==> src/rtl/scl_clock_gen.sv <==
module scl_clock_gen #(
  parameter int MIN_DIV = 8,
  parameter int SYNC_W  = 2
) (
  input  logic       clk,
  input  logic       rst_n,
  input  logic       wr_en,
  input  logic       wr_sel,
  input  logic [7:0] wr_data,
  input  logic       rd_sel,
  output logic [7:0] rd_data,
  input  logic       run,
  input  logic       scl_in,
  output logic       scl_oe,
  output logic       fall_tick,
  output logic       rise_tick,
  output logic       mid_tick
);
  localparam int DIV_W = 15;
  localparam int CNT_W = DIV_W + 2;
  localparam int LAT   = SYNC_W + 1;

  typedef enum logic [1:0] {S_IDLE, S_LOW, S_WAIT, S_HIGH} st_t;

  logic [7:0]       lo_q, hi_q;
  logic             en;
  logic [DIV_W-1:0] div_raw, div_eff;
  logic [CNT_W-1:0] phase, lo_end, hi_end, mid_pt, cnt;
  logic [SYNC_W-1:0] sync_q;
  logic             scl_s;
  st_t              st;

  assign en      = lo_q[0];
  assign rd_data = rd_sel ? hi_q : lo_q;

  // register pair; clearing the enable wipes both
  always_ff @(posedge clk or negedge rst_n) begin
    if (!rst_n) begin
      lo_q <= '0;
      hi_q <= '0;
    end else if (wr_en && !wr_sel) begin
      lo_q <= wr_data[0] ? wr_data : 8'h00;
      if (!wr_data[0]) hi_q <= '0;
    end else if (wr_en && wr_sel && en) begin
      hi_q <= wr_data;
    end
  end

  // clamp into the legal range
  assign div_raw = {hi_q, lo_q[7:1]};
  assign div_eff = (div_raw < DIV_W'(MIN_DIV)) ? DIV_W'(MIN_DIV) : div_raw;
  assign phase   = {1'b0, div_eff, 1'b0};
  assign lo_end  = phase - CNT_W'(1);
  assign hi_end  = phase - CNT_W'(LAT + 1);
  assign mid_pt  = CNT_W'(div_eff) - CNT_W'(LAT);

  always_ff @(posedge clk or negedge rst_n) begin
    if (!rst_n) sync_q <= '1;
    else        sync_q <= {sync_q[SYNC_W-2:0], scl_in};
  end
  assign scl_s = sync_q[SYNC_W-1];

  always_ff @(posedge clk or negedge rst_n) begin
    if (!rst_n) begin
      st     <= S_IDLE;
      cnt    <= '0;
      scl_oe <= 1'b0;
    end else if (!en) begin
      st     <= S_IDLE;
      cnt    <= '0;
      scl_oe <= 1'b0;
    end else begin
      case (st)
        S_IDLE: if (run) begin
          st     <= S_LOW;
          cnt    <= '0;
          scl_oe <= 1'b1;
        end
        S_LOW: if (cnt >= lo_end) begin
          st     <= S_WAIT;
          cnt    <= '0;
          scl_oe <= 1'b0;
        end else begin
          cnt <= cnt + CNT_W'(1);
        end
        S_WAIT: if (scl_s) begin
          st  <= S_HIGH;
          cnt <= '0;
        end
        S_HIGH: if (!scl_s || cnt >= hi_end) begin
          cnt <= '0;
          if (run) begin
            st     <= S_LOW;
            scl_oe <= 1'b1;
          end else begin
            st <= S_IDLE;
          end
        end else begin
          cnt <= cnt + CNT_W'(1);
        end
        default: st <= S_IDLE;
      endcase
    end
  end

  assign fall_tick = (st == S_LOW)  && (cnt == '0);
  assign rise_tick = (st == S_HIGH) && (cnt == '0);
  assign mid_tick  = (st == S_HIGH) && (cnt == mid_pt);

  logic [CNT_W-1:0] lo_len;
  always_ff @(posedge clk or negedge rst_n) begin
    if (!rst_n)      lo_len <= '0;
    else if (scl_oe) lo_len <= lo_len + CNT_W'(1);
    else             lo_len <= '0;
  end

  p_regs_clear_r2: assert property (@(posedge clk) disable iff (!rst_n)
    !en |-> (lo_q == 8'h00 && hi_q == 8'h00));
  p_off_when_disabled_r3: assert property (@(posedge clk) disable iff (!rst_n)
    !en |=> !scl_oe);
  p_idle_released_r10: assert property (@(posedge clk) disable iff (!rst_n)
    (st == S_IDLE && !run) |=> !scl_oe);
  p_low_len_r4: assert property (@(posedge clk) disable iff (!rst_n)
    (en && $fell(scl_oe)) |-> lo_len == phase);
  p_sync_pull_r8: assert property (@(posedge clk) disable iff (!rst_n)
    (en && run && st == S_HIGH && !scl_s) |=> (scl_oe && fall_tick));
  p_one_tick_r9: assert property (@(posedge clk) disable iff (!rst_n)
    $onehot0({fall_tick, rise_tick, mid_tick}));
  p_fall_driven_r9: assert property (@(posedge clk) disable iff (!rst_n)
    fall_tick |-> scl_oe);
  p_rise_released_r9: assert property (@(posedge clk) disable iff (!rst_n)
    (rise_tick || mid_tick) |-> !scl_oe);
endmodule

==> config.mk <==
export PLATFORM = sky130hd
export DESIGN_NAME = scl_clock_gen
export DESIGN_NICKNAME = d
export VERILOG_FILES = /design/src/rtl/scl_clock_gen.sv
export SDC_FILE = /design/constraint.sdc
export NUM_CORES = 1
export LEC_CHECK = 0
export BUFFER_PORTS_ARGS = -buffer_cell sky130_fd_sc_hd__buf_2
export CAP_MARGIN = 40
export CORE_MARGIN = 2
export CORE_UTILIZATION = 25
export DETAILED_ROUTE_END_ITERATION = 8
export GPL_TIMING_DRIVEN = 0
export PLACE_DENSITY = 0.43
export SLEW_MARGIN = 30
export SYNTH_ARGS = -nofsm -noshare
export SYNTH_HDL_FRONTEND = slang
export SYNTH_SLANG_ARGS = --single-unit
==> constraint.sdc <==
create_clock -name clk -period 4 [get_ports clk]
set_clock_uncertainty 0.05 [all_clocks]
set_input_delay 0.4 -clock clk [delete_from_list [all_inputs] [get_ports clk]]
set_output_delay 0.4 -clock clk [all_outputs]
set_load 0.02 [all_outputs]
==> impl_metrics.yaml <==
clock_network:
  cts_htree_levels: 2
  cts-root-buf: "clkbuf_16"
  cts_tree: "done"
  clock_sinks: 38
  clk_pin_slew_worst_paths_ps: 60
  hold_buffers: 0
  max-clock-path-buffers: 2
  cts_buffers: 5
  clkLatencyLatePin_ps: 290
layout:
  fill_cells: 1643
  diodes: 0
  instances_no_fill: 785
  nets: 627
  final_cell_area_um2: 5180
  syn2layout_area_growth_pct: 29.7
  fin_util_pct: 32.9
  drive_gt1_share_pct: 23.6
placement:
  gp_congestion: 0.852
  port-buffer-count: 23
  hpwlAfterDp_mm: 10.1
  placed_area_um2: 4430
  place_inst: 742
  post-place-ws_ps: -1360
global_routing:
  grt_pass1_wl_mm: 20.7
  antenna_found_initial: 0
  grt_usage_pct: 16.2
  grt_pass1_vias: 3695
  grt_max_degree: 39
  grt_overflow_total: 0
status:
  violations: "setup timing"
  status: "finished with violations"
synth:
  yosysMostFrequentCell: "nand2_1"
  yosys.cell_types.count: 59
  async_reset_ff_share_pct: 100
  syn_area_um2: 3990
  synthTopCellsByArea: "dfrtp_1, ha_1, nand2_1"
  ys_seq_area_share_pct: 23.9
  synth_flop_cell: "dfrtp_1"
  ys_seq_elements: 38
  avgSynthCellArea_um2: 7.95
  yosys-top-cells-count: "nand2_1, ha_1, o21ai_0"
  ys_warn_count: 0
  synth_top_cell_area_share_pct: 22.6
  synth_edf_count: 0
  synth_top_area_cell: "dfrtp_1"
  synthCells: 502
critical_path:
  cp.arrival_ps: 4240
  cp_common_cell: "buf_6"
  startpoint_type: "flop"
  path_depth: 23
  crit_type: "flop to flop"
  endpoint: "cnt[7]"
  regToRegEndpoint: "cnt[7]"
  cp_slowest_cell: "dfrtp_1"
  cpLargestDelayFamily: "simple AND/OR/NAND/NOR gates"
  path_max_fanout: 5
  cpPeakStageDelay_ps: 370
  endpoint_kind: "flop"
  r2r_setup_slack_ps: -150
  cp-startpoint: "hi_q[2]"
  reg2regPathDepth: 23
  r2r-start: "hi_q[2]"
  cp_data_required_time_ps: 4090
  cp_num_buf_inv: 6
  cp_cell_sequence: "buf_6 -> nor4_4 -> nand4b_1 -> buf_6 -> nand2_4 -> ha_4 -> nand3b_1 -> nor2_4 -> buf_6 -> and2_4 -> nand2_4 -> xnor2_2 -> ha_1 -> nand4_1 -> buf_6 -> nor4_4 -> nor3_2 -> o21ai_2 -> o22ai_2 -> buf_6 -> clkbuf_16 -> nand2_1 -> a31oi_1"
timing:
  fmax_mhz: 241
  slew_violations: 0
  grt_setup_unrepaired: "true"
  period_needed_ps: 4150
  hold_viol_final: 0
  relSlewSlack_pct: 53.9
  timing.final.crit_share_pct: 104
  worstMarginPinSlew_ps: 685
  fin_hold_ws_ps: 34.5
  postLayoutSetupSlackWorst_ps: -151
  finalSetupViolCount: 21
  tns_ps: -2070
routing:
  wl_per_cell_um: 17.4
  finalWirelength_mm: 13.6
  antenna_left: 0
  drt-vias-per-instance: 4.98
  vias: 3906
  initialDrtViolationCount: 231
  first_pass_iters: 5
  drc: 0
die:
  start_util_pct: 25.4
  ios: 27
  die_area_um2: 17000
  die_height_um: 130
  coreArea_um2: 15700
  row_count: 46
  die_w_um: 130
power:
  ir_worst_vdd_uv: 162
  finalPower_mw: 2.14
  powerDensity_nw_per_um2: 414
  leakagePower_nw: 2.18
worst_hold_path:
  hold_path.class: "input port to async pin"
job:
  cap_violations: 0
==> worst register-to-register path: stages, from the launching register on <==
cell,delay [ps]
dfrtp_1,370
buf_6,130
nor4_4,340
nand4b_1,160
buf_6,170
nand2_4,80
ha_4,140
nand3b_1,180
nor2_4,200
buf_6,110
and2_4,160
nand2_4,60
xnor2_2,150
ha_1,280
nand4_1,90
buf_6,150
nor4_4,340
nor3_2,90
o21ai_2,150
o22ai_2,150
buf_6,170
clkbuf_16,150
nand2_1,50
a31oi_1,90
==> timing repair <==
| action | in CTS | in global routing |
|---|---|---|
| gates resized for setup | 34 | 32 |
| cloned | 0 | 2 |
| pin swaps | 22 | 32 |
| setup endpoints to repair | 21 | 21 |
| buffers inserted | 21 | 13 |
==> how the worst min path moves through the flow <==
| stage | from | to | slack (ps) | cells after the start |
|---|---|---|---|---|
| 3_3_place_gp | sync_q[0] | sync_q[1] | 300 | 0 |
| 3_5_place_dp | sync_q[0] | sync_q[1] | 300 | 0 |
| 4_1_cts | rst_n | lo_q[3] | 60 | 1 |
| 5_1_grt | rst_n | lo_q[3] | 80 | 1 |
| 6_report | rst_n | lo_q[3] | 30 | 1 |
| 2_1_floorplan | rst_n | cnt[0] | 50 | 0 |
==> flip-flops by register name, indices dropped and copies added, names as in the netlist <==
register  count
cnt          17
lo_q          8
hi_q          8
sync_q        2
scl_oe        1
st            2
==> kinds of logic after synthesis <==
kind of cell             share of synthesized area [%]
flip-flops                                        23.9
multiplexers                                      3.48
other                                           0.0940
XOR/XNOR                                          8.12
buffers and inverters                             5.96
AO/OA/AOI/OAI                                     17.0
AND/OR/NAND/NOR                                   27.6
adder cells (fa/ha/maj)                           13.8
==> placed cells by master (no fill, tap or decap), types with 8 or more instances in the layout <==
cell type,instances
a21oi_1,9
a31oi_1,8
buf_2,26
buf_4,31
buf_6,11
clkbuf_1,23
dfrtp_1,35
ha_1,41
inv_1,24
nand2_1,75
nand3_1,18
nand4_1,11
nor2_1,27
nor3_1,12
o21ai_0,38
xnor2_1,24
xor2_1,10
==> where the power goes <==
part / leakage [nW] / internal [mW] / total [mW] / switching, mW
sequential: 0.502 / 0.424 / 0.481 / 0.0566
clock: 0.0841 / 0.312 / 0.479 / 0.167
combinational: 1.59 / 0.508 / 1.18 / 0.674
==> layout make-up <==
class	instances	area, µm²	area share, %
Clock inverter	1	30.0	0.580
Sequential cell	38	955	18.4
Multi-Input combinational cell	407	3080	59.5
Inverter	24	90.1	1.74
Clock buffer	7	143	2.76
Tap cell	216	270	5.22
Timing Repair Buffer	59	430	8.32
Buffer	33	179	3.46
==> per-layer routing <==
metal	part of all wire, %	vias to the layer above	global-route usage, %
li1	-	1938	-
met1	47	1887	22.3
met2	48	70	27.1
met3	2.7	11	1.64
met4	1.5	0	4.13
met5	0	-	0
Note: power is estimated with default switching activity, not from simulation.
